`src/rtl/flash_cmd_pkg.sv`:
```
package flash_cmd_pkg;

   typedef enum logic [2:0] {
      ST_IDLE, ST_LOCK_ARM, ST_WORD_ARM, ST_BUF_COUNT, ST_BUF_FILL, ST_ERASE_ARM
   } seq_state_t;

   typedef enum logic [1:0] {
      RM_ARRAY = 2'd0, RM_STATUS = 2'd1, RM_IDENT = 2'd2, RM_QUERY = 2'd3
   } rd_mode_t;

   typedef enum logic [1:0] {
      OP_NONE, OP_PROG, OP_ERASE, OP_COMMIT
   } pend_op_t;

   localparam logic [7:0] C_IDENT    = 8'h90;
   localparam logic [7:0] C_STATUS   = 8'h70;
   localparam logic [7:0] C_QUERY    = 8'h98;
   localparam logic [7:0] C_CLEAR    = 8'h50;
   localparam logic [7:0] C_WORD_A   = 8'h40;
   localparam logic [7:0] C_WORD_B   = 8'h10;
   localparam logic [7:0] C_ERASE    = 8'h20;
   localparam logic [7:0] C_BUFFER   = 8'hE8;
   localparam logic [7:0] C_LOCKSEQ  = 8'h60;
   localparam logic [7:0] C_LOCK_SET = 8'h01;
   localparam logic [7:0] C_CONFIRM  = 8'hD0;

   localparam logic [6:0] E_LOCKED = 7'h12;
   localparam logic [6:0] E_SEQ    = 7'h30;
   localparam logic [6:0] E_BUF    = 7'h10;

endpackage

```
`src/rtl/flash_cmd_lockmap.sv`:
```
module flash_cmd_lockmap #(
   parameter int IDX_W = 4,
   localparam int N    = 1 << IDX_W
) (
   input  logic             clk,
   input  logic             rst_n,
   input  logic             upd_en,
   input  logic             upd_val,
   input  logic [IDX_W-1:0] upd_idx,
   input  logic [IDX_W-1:0] qa_idx,
   input  logic [IDX_W-1:0] qb_idx,
   output logic [N-1:0]     map_o,
   output logic             qa_locked,
   output logic             qb_locked
);

   for (genvar b = 0; b < N; b++) begin : g_bit
      always_ff @(posedge clk or negedge rst_n) begin
         if (!rst_n)
            map_o[b] <= 1'b0;
         else if (upd_en && (upd_idx == IDX_W'(b)))
            map_o[b] <= upd_val;
      end
   end

   assign qa_locked = map_o[qa_idx];
   assign qb_locked = map_o[qb_idx];

endmodule

```
`src/rtl/flash_cmd_status.sv`:
```
module flash_cmd_status (
   input  logic       clk,
   input  logic       rst_n,
   input  logic       clr_i,
   input  logic [6:0] set_i,
   input  logic       busy_i,
   output logic [7:0] status_o
);

   logic [6:0] err_q;

   always_ff @(posedge clk or negedge rst_n) begin
      if (!rst_n)     err_q <= '0;
      else if (clr_i) err_q <= '0;
      else            err_q <= err_q | set_i;
   end

   assign status_o = {~busy_i, err_q};

endmodule

```
`src/rtl/flash_cmd_seq.sv`:
```
module flash_cmd_seq
   import flash_cmd_pkg::*;
#(
   parameter int ADDR_W     = 20,
   parameter int BLK_LOG2   = 16,
   parameter int LEN_W      = 3,
   localparam int BLK_W      = ADDR_W - BLK_LOG2,
   localparam int NUM_BLOCKS = 1 << BLK_W
) (
   input  logic                  clk,
   input  logic                  rst_n,
   input  logic                  wr_en,
   input  logic [ADDR_W-1:0]     wr_addr,
   input  logic [31:0]           wr_data,
   input  logic [LEN_W-1:0]      wr_len,
   output logic [1:0]            rd_mode_o,
   output logic [7:0]            status_o,
   output logic [NUM_BLOCKS-1:0] lock_map_o,
   output logic                  prog_req_o,
   output logic [ADDR_W-1:0]     prog_addr_o,
   output logic [31:0]           prog_data_o,
   output logic [LEN_W-1:0]      prog_len_o,
   input  logic                  prog_done_i,
   output logic                  erase_req_o,
   output logic [BLK_W-1:0]      erase_blk_o,
   input  logic                  erase_done_i,
   output logic                  buf_init_o,
   output logic                  buf_cnt_we_o,
   output logic [7:0]            buf_cnt_o,
   output logic                  buf_wr_o,
   input  logic                  buf_accept_i,
   input  logic [ADDR_W-1:0]     buf_base_i,
   output logic                  buf_commit_o,
   input  logic                  buf_commit_done_i
);

   if (BLK_W < 1) begin : g_bad_addr
      $error("ADDR_W must exceed BLK_LOG2");
   end
   if (BLK_W > 12) begin : g_bad_blocks
      $error("lock bitmap too large for a register array");
   end
   if (LEN_W < 1) begin : g_bad_len
      $error("LEN_W must be at least 1");
   end

   seq_state_t st_q, st_n;
   rd_mode_t   mode_q, mode_n;
   pend_op_t   op_q, op_n;

   logic [7:0]       cmd;
   logic [BLK_W-1:0] wr_blk, base_blk;
   logic             wr_locked, base_locked;
   logic             busy, done_hit;
   logic             lk_en, lk_val, st_clr, ld_prog, ld_erase;
   logic [6:0]       err_set;

   assign cmd      = wr_data[7:0];
   assign wr_blk   = wr_addr[ADDR_W-1:BLK_LOG2];
   assign base_blk = buf_base_i[ADDR_W-1:BLK_LOG2];
   assign busy     = (op_q != OP_NONE);
   assign done_hit = (op_q == OP_PROG   && prog_done_i)  ||
                     (op_q == OP_ERASE  && erase_done_i) ||
                     (op_q == OP_COMMIT && buf_commit_done_i);

   flash_cmd_lockmap #(.IDX_W(BLK_W)) u_locks (
      .clk       (clk),
      .rst_n     (rst_n),
      .upd_en    (lk_en),
      .upd_val   (lk_val),
      .upd_idx   (wr_blk),
      .qa_idx    (wr_blk),
      .qb_idx    (base_blk),
      .map_o     (lock_map_o),
      .qa_locked (wr_locked),
      .qb_locked (base_locked)
   );

   flash_cmd_status u_status (
      .clk      (clk),
      .rst_n    (rst_n),
      .clr_i    (st_clr),
      .set_i    (err_set),
      .busy_i   (busy),
      .status_o (status_o)
   );

   always_comb begin
      st_n         = st_q;
      mode_n       = mode_q;
      op_n         = op_q;
      lk_en        = 1'b0;
      lk_val       = 1'b0;
      st_clr       = 1'b0;
      err_set      = '0;
      ld_prog      = 1'b0;
      ld_erase     = 1'b0;
      buf_init_o   = 1'b0;
      buf_cnt_we_o = 1'b0;
      buf_wr_o     = 1'b0;
      if (busy) begin
         if (done_hit) op_n = OP_NONE;
      end else if (wr_en) begin
         unique case (st_q)
            ST_IDLE: begin
               unique case (cmd)
                  C_IDENT:  mode_n = RM_IDENT;
                  C_STATUS: mode_n = RM_STATUS;
                  C_QUERY:  mode_n = RM_QUERY;
                  C_CLEAR:  st_clr = 1'b1;
                  C_WORD_A, C_WORD_B: begin
                     st_n = ST_WORD_ARM;  mode_n = RM_STATUS;
                  end
                  C_ERASE: begin
                     st_n = ST_ERASE_ARM; mode_n = RM_STATUS;
                  end
                  C_BUFFER: begin
                     buf_init_o = 1'b1;
                     st_n = ST_BUF_COUNT; mode_n = RM_STATUS;
                  end
                  C_LOCKSEQ: st_n = ST_LOCK_ARM;
                  C_CONFIRM: ;
                  default:   mode_n = RM_ARRAY;
               endcase
            end
            ST_LOCK_ARM: begin
               if (cmd == C_LOCK_SET || cmd == C_CONFIRM) begin
                  lk_en  = 1'b1;
                  lk_val = (cmd == C_LOCK_SET);
                  mode_n = RM_STATUS;
               end else begin
                  err_set = E_SEQ;
               end
               st_n = ST_IDLE;
            end
            ST_WORD_ARM: begin
               if (wr_locked) err_set = E_LOCKED;
               else begin
                  ld_prog = 1'b1;
                  op_n    = OP_PROG;
               end
               mode_n = RM_STATUS;
               st_n   = ST_IDLE;
            end
            ST_BUF_COUNT: begin
               buf_cnt_we_o = 1'b1;
               mode_n       = RM_STATUS;
               st_n         = ST_BUF_FILL;
            end
            ST_BUF_FILL: begin
               buf_wr_o = 1'b1;
               if (!buf_accept_i) begin
                  if (cmd == C_CONFIRM) begin
                     if (base_locked) err_set = E_LOCKED;
                     else             op_n    = OP_COMMIT;
                     mode_n = RM_STATUS;
                  end else begin
                     err_set = E_BUF;
                  end
                  st_n = ST_IDLE;
               end
            end
            ST_ERASE_ARM: begin
               if (cmd != C_CONFIRM) err_set = E_SEQ;
               else if (wr_locked)   err_set = E_LOCKED;
               else begin
                  ld_erase = 1'b1;
                  op_n     = OP_ERASE;
               end
               mode_n = RM_STATUS;
               st_n   = ST_IDLE;
            end
            default: st_n = ST_IDLE;
         endcase
      end
   end

   always_ff @(posedge clk or negedge rst_n) begin
      if (!rst_n) begin
         st_q        <= ST_IDLE;
         mode_q      <= RM_ARRAY;
         op_q        <= OP_NONE;
         prog_addr_o <= '0;
         prog_data_o <= '0;
         prog_len_o  <= '0;
         erase_blk_o <= '0;
      end else begin
         st_q   <= st_n;
         mode_q <= mode_n;
         op_q   <= op_n;
         if (ld_prog) begin
            prog_addr_o <= wr_addr;
            prog_data_o <= wr_data;
            prog_len_o  <= wr_len;
         end
         if (ld_erase) erase_blk_o <= wr_blk;
      end
   end

   assign rd_mode_o    = mode_q;
   assign buf_cnt_o    = cmd;
   assign prog_req_o   = (op_q == OP_PROG);
   assign erase_req_o  = (op_q == OP_ERASE);
   assign buf_commit_o = (op_q == OP_COMMIT);

endmodule

```
`config.mk`:
```
export PLATFORM = sky130hd
export DESIGN_NAME = flash_cmd_seq
export DESIGN_NICKNAME = d
export VERILOG_FILES = /design/src/rtl/flash_cmd_pkg.sv /design/src/rtl/flash_cmd_lockmap.sv /design/src/rtl/flash_cmd_status.sv /design/src/rtl/flash_cmd_seq.sv
export SDC_FILE = /design/constraint.sdc
export NUM_CORES = 1
export LEC_CHECK = 0
export BUFFER_PORTS_ARGS = -buffer_cell sky130_fd_sc_hd__buf_2
export CAP_MARGIN = 15
export CORE_MARGIN = 3
export CORE_UTILIZATION = 52
export CTS_CLUSTER_SIZE = 30
export DETAILED_ROUTE_END_ITERATION = 7
export PLACE_DENSITY_LB_ADDON = 0.12
export SYNTH_ARGS = -nofsm -noshare
export SYNTH_HDL_FRONTEND = slang
export SYNTH_SLANG_ARGS = --single-unit
```
`constraint.sdc`:
```
create_clock -name clk -period 4.2 [get_ports clk]
set_clock_uncertainty 0.2 [all_clocks]
set_input_delay 0.42 -clock clk [delete_from_list [all_inputs] [get_ports clk]]
set_output_delay 0.42 -clock clk [all_outputs]
set_load 0.05 [all_outputs]
```
==> results of run 1 <==
through the flow:
| step | instances | area (µm²) | utilization, % | setup slack [ns] | power, mW |
|---|---|---|---|---|---|
| 2_1_floorplan | 357 | 4298 | - | 1.442 | 1.101 |
| 3_3_place_gp | 590 | 5034 | 64.14 | 1.091 | 1.192 |
| 3_5_place_dp | 590 | 5034 | 64.14 | 1.056 | 1.199 |
| 4_1_cts | 606 | 5239 | 66.76 | 1.362 | 1.799 |
| 5_1_grt | 606 | 5239 | 66.76 | 1.204 | 1.861 |
| 6_report | 606 | 5239 | 66.76 | 1.377 | 1.779 |
power groups by stage:
stage / Clock (mW) / Combinational (mW) / Sequential (mW)
final: 0.599 / 0.314 / 0.866
after detailed placement: 0 / 0.317 / 0.882
after CTS: 0.615 / 0.317 / 0.866
after global routing: 0.656 / 0.335 / 0.870
after floorplan: 0 / 0.105 / 0.996
after global placement: 0 / 0.312 / 0.880
state kept, by name, summed over array words and instances (netlist names):
name / flops
prog_data_o: 32
prog_addr_o: 20
u_locks.map_o: 16
erase_blk_o: 4
prog_len_o: 3
st_q: 3
u_status.err_q: 3
op_q: 2
rd_mode_o: 2
Yosys cell counts (2+ instances only):
cell type / count / area share, %
dfrtp_1: 85 / 50
nand2_1: 28 / 2.5
o21ai_0: 8 / 0.93
buf_2: 3 / 0.35
nor3b_1: 2 / 0.35
clkbuf_1: 9 / 0.79
mux2_1: 50 / 13
mux4_2: 3 / 1.6
buf_4: 13 / 2.3
buf_6: 5 / 1.3
a32o_1: 2 / 0.47
nor2b_1: 11 / 1.6
mux2_2: 28 / 7.4
mux2i_1: 9 / 2.1
nor2_1: 17 / 1.5
o41ai_1: 2 / 0.41
a21oi_1: 14 / 1.6
nor3_1: 7 / 0.82
nand2b_1: 2 / 0.29
and3_1: 2 / 0.29
and2_1: 3 / 0.44
nand4_1: 2 / 0.29
nor4b_4: 2 / 1.1
nand3_1: 13 / 1.5
inv_1: 3 / 0.26
worst paths after layout:
kind / startpoint / end / depth (start not counted)
worst max-delay path: op_q[1] / buf_init_o / 6
worst min-delay path: rst_n / u_locks.map_o[6] / 1
worst max register to register: op_q[1] / u_locks.map_o[9] / 5
worst min register to register: u_status.err_q[1] / u_status.err_q[1] / 2
max in group asynchronous: rst_n / erase_blk_o[1] / 1
min in group clk: wr_addr[7] / prog_addr_o[7] / 2
final cells by class:
type	count	share of cell area, %
inverters	3	0.2150
flip-flops and latches	85	40.60
clock inverters	6	1.290
repair buffers	161	15.48
multi-input cells	239	37.35
clock buffers	10	2.627
well taps	102	2.436
cells in the final DEF, fill, tap and decap left out, types with 2 or more instances in the layout:
cell type / synthesis / routed
nor2b_1: 11 / 11
inv_1: 3 / 3
nand2b_1: 2 / 2
nor2_1: 17 / 17
mux2i_1: 9 / 9
clkbuf_8: 0 / 10
nor3_1: 7 / 7
buf_2: 3 / 159
o41ai_1: 2 / 2
o21ai_0: 8 / 8
nor3b_1: 2 / 2
and2_1: 3 / 3
inv_6: 0 / 2
mux4_2: 3 / 3
buf_4: 13 / 2
and3_1: 2 / 2
nand3_1: 13 / 13
nand2_1: 28 / 28
clkinvlp_4: 0 / 2
nand4_1: 2 / 2
nor4b_4: 2 / 2
dfrtp_1: 85 / 85
mux2_1: 50 / 50
mux2_2: 28 / 28
a32o_1: 2 / 2
a21oi_1: 14 / 14
conb_1: 1 / 4
logic make-up (layout without fill, tap and decap cells):
| family | count (synthesis) | in the layout | synth area share [%] |
|---|---|---|---|
| and+or+nand+nor | 101 | 101 | 13.98 |
| muxes | 90 | 90 | 24.17 |
| DFF | 85 | 85 | 49.62 |
| AOI/OAI and AO/OA | 43 | 43 | 6.948 |
| buffers and inverters | 33 | 180 | 4.991 |
| other | 1 | 4 | 0.08748 |
| xor gates and xnor gates | 1 | 1 | 0.2044 |
metal layers:
layer	wire [µm]	global-route usage, %	up-vias	share of wire (%)
met3	792	7.931	2	8.0
met5	0	0	-	0
met1	4100	25.59	1614	41
li1	-	-	1542	-
met2	5012	36.57	104	50
met4	37	5.400	0	0.37
critical path: stages (launching register included):
cell     delay, ns
dfrtp_1       0.44
or3b_4        0.51
nor2_1        0.19
and3_1        0.25
nand2_1       0.07
nor2_1        0.12
buf_2         0.27
==> impl_metrics.env, run 1 <==
export IMPL_ys_ff_latch=85
export IMPL_rows=32
export IMPL_finalCritPeriodShare_pct=67.22
export IMPL_p_switching_mw=0.5516
export IMPL_outcome="completed"
export IMPL_syn_inst=354
export IMPL_internal_power_mw=1.228
export IMPL_maxCapViolCount=0
export IMPL_post_drt_wl_per_cell_um=16.41
export IMPL_final_nets=581
export IMPL_sequentialPowerShare_pct=48.7
export IMPL_hp_class="input pin to async pin"
export IMPL_cts_setup_buffers=0
export IMPL_grt_max_degree=86
export IMPL_grt_overflow_total=0
export IMPL_setup_viol=0
export IMPL_clock_latency_ns=0.34
export IMPL_comb_power_share_pct=17.7
export IMPL_slew_headroom_pct=30.95
export IMPL_dp_hpwl_um=7239
export IMPL_synth_edf_count=0
export IMPL_ant_nets=0
export IMPL_path_class="register to output port"
export IMPL_ys_types=56
export IMPL_rrSetupSlack_ns=1.50
export IMPL_finalSetupTns_ns=0
export IMPL_die_height_um=96.80
export IMPL_cts_path_max_buffers=2
export IMPL_grt_antenna_before_repair=0
export IMPL_holdWs_ns=0.06371
export IMPL_synth_seq_area_share_pct=49.62
export IMPL_ioPinCount=181
export IMPL_grt_pass1_vias=3444
export IMPL_io_buffers=160
export IMPL_worst_pin_slew_ns=1.036
export IMPL_clock_sinks=85
export IMPL_fillers=638
export IMPL_drive_gt1_share_pct=43.85
export IMPL_syn_avg_cell_area_um2=12.11
export IMPL_path_clk_slew_ns=0.09
export IMPL_coreArea_um2=7848
export IMPL_grt_pass1_wl_um=16480
export IMPL_synthToLayoutAreaGrowth_pct=22.21
export IMPL_root_buffer="clkbuf_8"
export IMPL_hold_buffers=0
export IMPL_htreeDepth=3
export IMPL_critPathMaxFanout=12
export IMPL_pwr_density_cell_nw_per_um2=339.6
export IMPL_start_util_pct=54.62
export IMPL_peakVddDrop_mv=0.2850
export IMPL_cts_buffers=9
export IMPL_p_leak_nw=2.786
export IMPL_cts_resized_gates=0
export IMPL_cts_tree="yes"
export IMPL_seq_area_um2=2127
export IMPL_switching_share_pct=31.00
export IMPL_vias_per_cell=5.383
export IMPL_post_route_min_period_ns=2.823
export IMPL_yosysWarningCount=0
export IMPL_drv_slew=0
export IMPL_vias=3262
export IMPL_hold_viol=0
export IMPL_clkPwrFrac_pct=33.7
export IMPL_synth_area_um2=4287
export IMPL_wl_um=9943
export IMPL_grt_usage_pct=21.39
export IMPL_drc=0
export IMPL_critPathRequiredTime_ns=3.58
export IMPL_synth_main_ff_cell="dfrtp_1"
export IMPL_dieWidth_um=96.80
export IMPL_multi_input_area_um2=1957
export IMPL_endpoint_kind="output port"
export IMPL_rsz0062_at_grt="no"
export IMPL_cp_arrival_ns=2.20
export IMPL_synthArstFlopShare_pct=100.0
export IMPL_max_freq_ghz=0.3542
export IMPL_critPathLaunchType="register"
export IMPL_die_area_um2=9369
export IMPL_place_congestion=0.8584
export IMPL_antennaDiodeCount=0
export IMPL_drt_first_pass_iters=4
export IMPL_drtIter0Drc=112
Power figures use the tool's default switching activity.
==> run 2, diff against run 1 <==
Settings changed: CORE_UTILIZATION 52 to 48.
Clock period 4.2 ns to 2.7 ns, I/O delays scaled along.
==> impl_metrics.env, run 2 (synthesis gave the netlist of run 1 again) <==
export IMPL_rsz0062_at_grt="no"
export IMPL_dieWidth_um=100.5
export IMPL_post_place_ws_ns=0.1753
export IMPL_finalCritPeriodShare_pct=93.71
export IMPL_drive_gt1_share_pct=41.43
export IMPL_root_buffer="clkbuf_8"
export IMPL_die_height_um=100.5
export IMPL_cp_startpoint="op_q[1]"
export IMPL_ant_nets=0
export IMPL_p_leak_nw=3.043
export IMPL_top_register="prog_data_o"
export IMPL_cts_tree="yes"
export IMPL_endpoint="buf_init_o"
export IMPL_outcome="completed"
export IMPL_reg2reg_depth=6
export IMPL_maxCapViolCount=0
export IMPL_place_congestion=0.8621
export IMPL_grt_use_met3_pct=5.398
export IMPL_coreArea_um2=8423
export IMPL_largest_registers="prog_data_o: 32 flops, prog_addr_o: 20 flops, u_locks.map_o: 16 flops"
export IMPL_vias_per_cell=5.358
export IMPL_critPathRequiredTime_ns=2.23
export IMPL_largest_register_ffs=32
export IMPL_peakVddDrop_mv=0.3672
export IMPL_clock_latency_ns=0.35
export IMPL_grt_overflow_total=0
export IMPL_rrSetupSlack_ns=0.26
export IMPL_cp_arrival_ns=2.06
export IMPL_critPathMaxFanout=7
export IMPL_path_class="register to output port"
export IMPL_slowest_stage="dfrtp_1"
export IMPL_pwr_density_cell_nw_per_um2=492.3
export IMPL_ioPinCount=181
export IMPL_path_cells="or3b_4, nor2_2, and3_1, nand2_1, nor2_1, buf_4"
export IMPL_finalSetupTns_ns=0
export IMPL_busiest_layer="met2"
export IMPL_final_nets=637
export IMPL_antennaDiodeCount=0
export IMPL_max_freq_ghz=0.3952
export IMPL_dp_hpwl_um=7794
export IMPL_post_route_min_period_ns=2.530
export IMPL_drv_slew=0
export IMPL_drc=0
export IMPL_path_clk_slew_ns=0.09
export IMPL_grt_antenna_before_repair=0
export IMPL_cts_buffers=9
export IMPL_wl_um=11350
export IMPL_synthToLayoutAreaGrowth_pct=35.58
export IMPL_final_common_cell="buf_2"
export IMPL_layout_common_cells="buf_2 (158), dfrtp_1 (85), mux2_1 (50)"
export IMPL_grt_pass1_vias=3747
export IMPL_cts_path_max_buffers=2
export IMPL_grt_usage_pct=23.08
export IMPL_rows=33
export IMPL_htreeDepth=3
export IMPL_clock_sinks=85
export IMPL_reg2reg_to="prog_addr_o[11]"
export IMPL_grt_max_degree=56
export IMPL_use_met1_pct=28.33
export IMPL_setup_viol=0
export IMPL_post_drt_wl_per_cell_um=17.06
export IMPL_path_delay_family="simple AND/OR/NAND/NOR gates"
export IMPL_hold_viol=0
export IMPL_hp_class="input pin to register"
export IMPL_vias=3563
export IMPL_endpoint_kind="output port"
export IMPL_r2r_start="u_locks.map_o[10]"
export IMPL_die_area_um2=10100
export IMPL_drtIter0Drc=126
export IMPL_cp_num_buf_inv=1
export IMPL_grt_pass1_wl_um=18500
export IMPL_start_util_pct=50.89
export IMPL_use_met2_pct=40.27
export IMPL_setup_slack_ns=0.1699
export IMPL_cp_num_cells=6
export IMPL_io_buffers=160
export IMPL_max_stage_delay_ns=0.44
export IMPL_drt_first_pass_iters=5
export IMPL_critPathLaunchType="register"
## run 2: cell types whose count changed in the layout (fill, tap and decap cells not counted), moves of 2 or more
cell | before | now
dlygate4sd3_1 | 0 | 45
buf_4 | 2 | 12
clkinv_4 | 0 | 3
buf_12 | 0 | 2
clkinvlp_4 | 2 | 0
inv_6 | 2 | 0
## run 2: final cells by class
cell class              count  area [µm²]
repair buffers            217        1371
clock buffers              12       155.1
inverters                   3       11.26
multi-input cells         239        1959
well taps                 105       131.4
flip-flops and latches     85        2127
fillers                   636        2611
clock inverters             4       56.30
## run 2: how the worst min path moves through the flow
stage / startpoint / to / slack, ns / cells past startpoint
after floorplan: rst_n / erase_blk_o[0] / -0.23 / 0
after global placement: rst_n / u_locks.map_o[6] / 0.05 / 1
after detailed placement: rst_n / u_locks.map_o[4] / 0.06 / 1
after CTS: wr_data[2] / prog_data_o[2] / 0.007 / 2
after global routing: wr_data[2] / prog_data_o[2] / 0.009 / 2
final: wr_data[2] / prog_data_o[2] / 0.02 / 2
## run 2: routing by layer
metal  vias to the layer above  part of all wire (%)
met4                         0                   1.3
met3                        13                   6.8
li1                       1660                     -
met1                      1750                    40
met5                         -                     0
met2                       140                    52
## run 2: report_power, final
| group | total [mW] | internal, mW | leakage (nW) | switching, mW |
|---|---|---|---|---|
| combinational | 0.557 | 0.181 | 1.79 | 0.376 |
| sequential | 1.35 | 1.32 | 1.14 | 0.0266 |
| clock | 0.955 | 0.484 | 0.107 | 0.471 |
| total | 2.86 | 1.99 | 3.04 | 0.874 |
## run 2: timing repair
item / CTS / global route
resized for setup: 0 / 3
endpoints found under the hold margin: 77 / 0
hold buffers: 45 / 0
setup buffers: 0 / 0
setup endpoints to repair: 0 / 1
## run 2: stage by stage
step                      total power, mW  utilization (%)  std cells  area [µm²]  hold slack (ns)
after CTS                           2.870            68.94        665        5807         0.007010
after global routing                2.983            69.00        665        5812         0.009311
after floorplan                     1.713                -        357        4298          -0.2256
after global placement              1.867            61.08        604        5145          0.04986
after detailed placement            1.880            61.08        604        5145          0.05651
final                               2.861            69.00        665        5812          0.01908
## run 2: worst reg2reg max path: cells and delay by family (launching register included)
kind                   cells  cell delay, ns
AND/OR/NAND/NOR            1            0.19
multiplexers               2            0.91
buffers and inverters      1            0.30
flip-flops                 1            0.42
AO/OA/AOI/OAI              2            0.30
==> run 3, diff against run 2 <==
--- a/config.mk
+++ b/config.mk
@@ -12,4 +12,5 @@
 export CTS_CLUSTER_SIZE = 30
 export DETAILED_ROUTE_END_ITERATION = 7
+export MAX_ROUTING_LAYER = met4
 export PLACE_DENSITY_LB_ADDON = 0.12
 export SYNTH_ARGS = -nofsm -noshare
==> constraint.sdc (replaced) <==
create_clock -name clk -period 2.7 [get_ports clk]
set_clock_uncertainty 0.2 [all_clocks]
set_input_delay 0.135 -clock clk [delete_from_list [all_inputs] [get_ports clk]]
set_output_delay 0.135 -clock clk [all_outputs]
set_load 0.05 [all_outputs]
==> impl_metrics.env, run 3 (synthesis gave the netlist of run 1 again) <==
export IMPL_outcome="completed"
export IMPL_drtIter0Drc=155
export IMPL_critPathMaxFanout=55
export IMPL_finalCritPeriodShare_pct=95.92
export IMPL_path_cells="mux4_2, o211ai_2, o21ai_4, buf_4, nor3_4, buf_12, mux2_1"
export IMPL_clock_sinks=85
export IMPL_final_nets=653
export IMPL_dp_hpwl_um=7329
export IMPL_p_switching_mw=0.8846
export IMPL_holdWs_ns=0.04322
export IMPL_wl_um=11110
export IMPL_slowest_stage="mux4_2"
export IMPL_use_met1_pct=28.84
export IMPL_fillers=621
export IMPL_design_area_um2=5969
export IMPL_cp_arrival_ns=2.62
export IMPL_ant_nets=0
export IMPL_max_freq_ghz=0.3861
export IMPL_root_buffer="clkbuf_8"
export IMPL_internal_power_mw=1.976
export IMPL_drt_first_pass_iters=4
export IMPL_die_height_um=100.5
export IMPL_post_route_min_period_ns=2.590
export IMPL_pwr_density_cell_nw_per_um2=479.2
export IMPL_die_area_um2=10100
export IMPL_grt_max_degree=86
export IMPL_p_leak_nw=3.108
export IMPL_setup_viol=0
export IMPL_peakVddDrop_mv=0.3406
export IMPL_whs_endpoint="u_locks.map_o[15]"
export IMPL_final_cells=681
export IMPL_seq_area_um2=2127
export IMPL_grt_overflow_total=0
export IMPL_synthToLayoutAreaGrowth_pct=39.26
export IMPL_sequentialPowerShare_pct=47.1
export IMPL_drive_gt1_share_pct=40.80
export IMPL_post_place_ws_ns=0.2788
export IMPL_cp_startpoint="u_locks.map_o[8]"
export IMPL_reg2reg_depth=7
export IMPL_final_common_cell="buf_2"
export IMPL_place_area_um2=5122
export IMPL_reg2reg_to="prog_data_o[22]"
export IMPL_busiest_layer="met2"
export IMPL_endpoint_kind="register"
export IMPL_path_clk_slew_ns=0.09
export IMPL_path_class="register to register"
export IMPL_hp_class="input pin to register"
export IMPL_grt_usage_pct=23.29
export IMPL_maxCapViolCount=0
export IMPL_grt_use_met3_pct=4.637
export IMPL_clkPwrFrac_pct=32.7
export IMPL_largest_register_ffs=32
export IMPL_rows=33
export IMPL_dp_cells=601
export IMPL_top_register="prog_data_o"
export IMPL_rrSetupSlack_ns=0.11
export IMPL_hp_start="wr_addr[16]"
export IMPL_setup_slack_ns=0.1101
export IMPL_grt_pass1_vias=3618
export IMPL_largest_registers="prog_data_o: 32 flops, prog_addr_o: 20 flops, u_locks.map_o: 16 flops"
export IMPL_comb_power_share_pct=20.2
export IMPL_place_congestion=0.8676
export IMPL_min_path_cells=3
export IMPL_antennaDiodeCount=0
export IMPL_critPathLaunchType="register"
export IMPL_htreeDepth=3
export IMPL_cts_path_max_buffers=2
export IMPL_clock_latency_ns=0.35
export IMPL_max_stage_delay_ns=0.49
export IMPL_rsz0062_at_grt="no"
export IMPL_r2r_start="u_locks.map_o[8]"
export IMPL_critPathRequiredTime_ns=2.73
export IMPL_hold_viol=0
export IMPL_grt_antenna_before_repair=0
export IMPL_cts_buffers=9
export IMPL_io_buffers=160
export IMPL_dieWidth_um=100.5
export IMPL_ioPinCount=181
export IMPL_finalSetupTns_ns=0
export IMPL_multi_input_area_um2=1971
export IMPL_cts_tree="yes"
export IMPL_grt_pass1_wl_um=17950
export IMPL_vias_per_cell=5.289
export IMPL_start_util_pct=50.89
export IMPL_drv_slew=0
export IMPL_switching_share_pct=30.92
export IMPL_drc=0
export IMPL_vias=3602
export IMPL_coreArea_um2=8423
export IMPL_layout_common_cells="buf_2 (159), dfrtp_1 (85), dlygate4sd3_1 (59)"
export IMPL_post_drt_wl_per_cell_um=16.32
export IMPL_use_met2_pct=37.36
run 3: cell count changes in the layout (fill, tap and decap cells not counted), sizes merged:
| cell | before | now |
|---|---|---|
| inv | 3 | 5 |
| buf | 172 | 174 |
| clkbuf | 12 | 10 |
| clkinv | 3 | 1 |
| clkinvlp | 0 | 2 |
| dlygate4sd3 | 45 | 59 |
run 3: worst max path at each step:
stage | to | slack [ns]
after CTS | op_q[0] | 0.05
after global placement | prog_len_o[0] | 0.31
after floorplan | prog_addr_o[18] | 0.12
after detailed placement | prog_len_o[1] | 0.28
after global routing | u_locks.map_o[11] | 0.002
final | prog_data_o[22] | 0.11
run 3: worst max-delay path, delay by kind of cell, from the launching register on:
family	cells	cell delay [ns]
muxes	2	0.87
buffers and inverters	2	0.46
DFF	1	0.41
AOI/OAI and AO/OA	2	0.35
and+or+nand+nor	1	0.15
run 3: cell type report:
class	count	area share (%)
inverter	3	0.1886
clock inverter	6	1.132
tap	105	2.201
clock buffer	10	2.306
sequential	85	35.63
multi-input combinational	239	33.01
timing repair buffer	233	25.53
run 3: through the flow:
stage	power, mW	utilization (%)
floorplan	1.713	-
global placement	1.864	60.81
detailed placement	1.873	60.81
CTS	2.873	70.38
global route	2.982	70.87
finish	2.861	70.87
run 3: routing by layer:
| metal | vias up | share of wire [%] |
|---|---|---|
| met1 | 1750 | 41 |
| met3 | 31 | 5.7 |
| met5 | - | 0 |
| li1 | 1691 | - |
| met4 | 0 | 3.1 |
| met2 | 130 | 50 |
run 3: what timing repair did:
item	CTS	global route
setup endpoints to repair	0	8
gates resized for setup	0	2
endpoints found under the hold margin	141	0
setup buffers	0	5
hold buffers	60	0
run 3: power groups by stage:
stage / clock network (mW) / logic, mW / registers, mW
3_5_place_dp: 0 / 0.503 / 1.37
2_1_floorplan: 0 / 0.163 / 1.55
4_1_cts: 0.959 / 0.568 / 1.35
5_1_grt: 1.01 / 0.614 / 1.35
6_report: 0.937 / 0.577 / 1.35
3_3_place_gp: 0 / 0.495 / 1.37
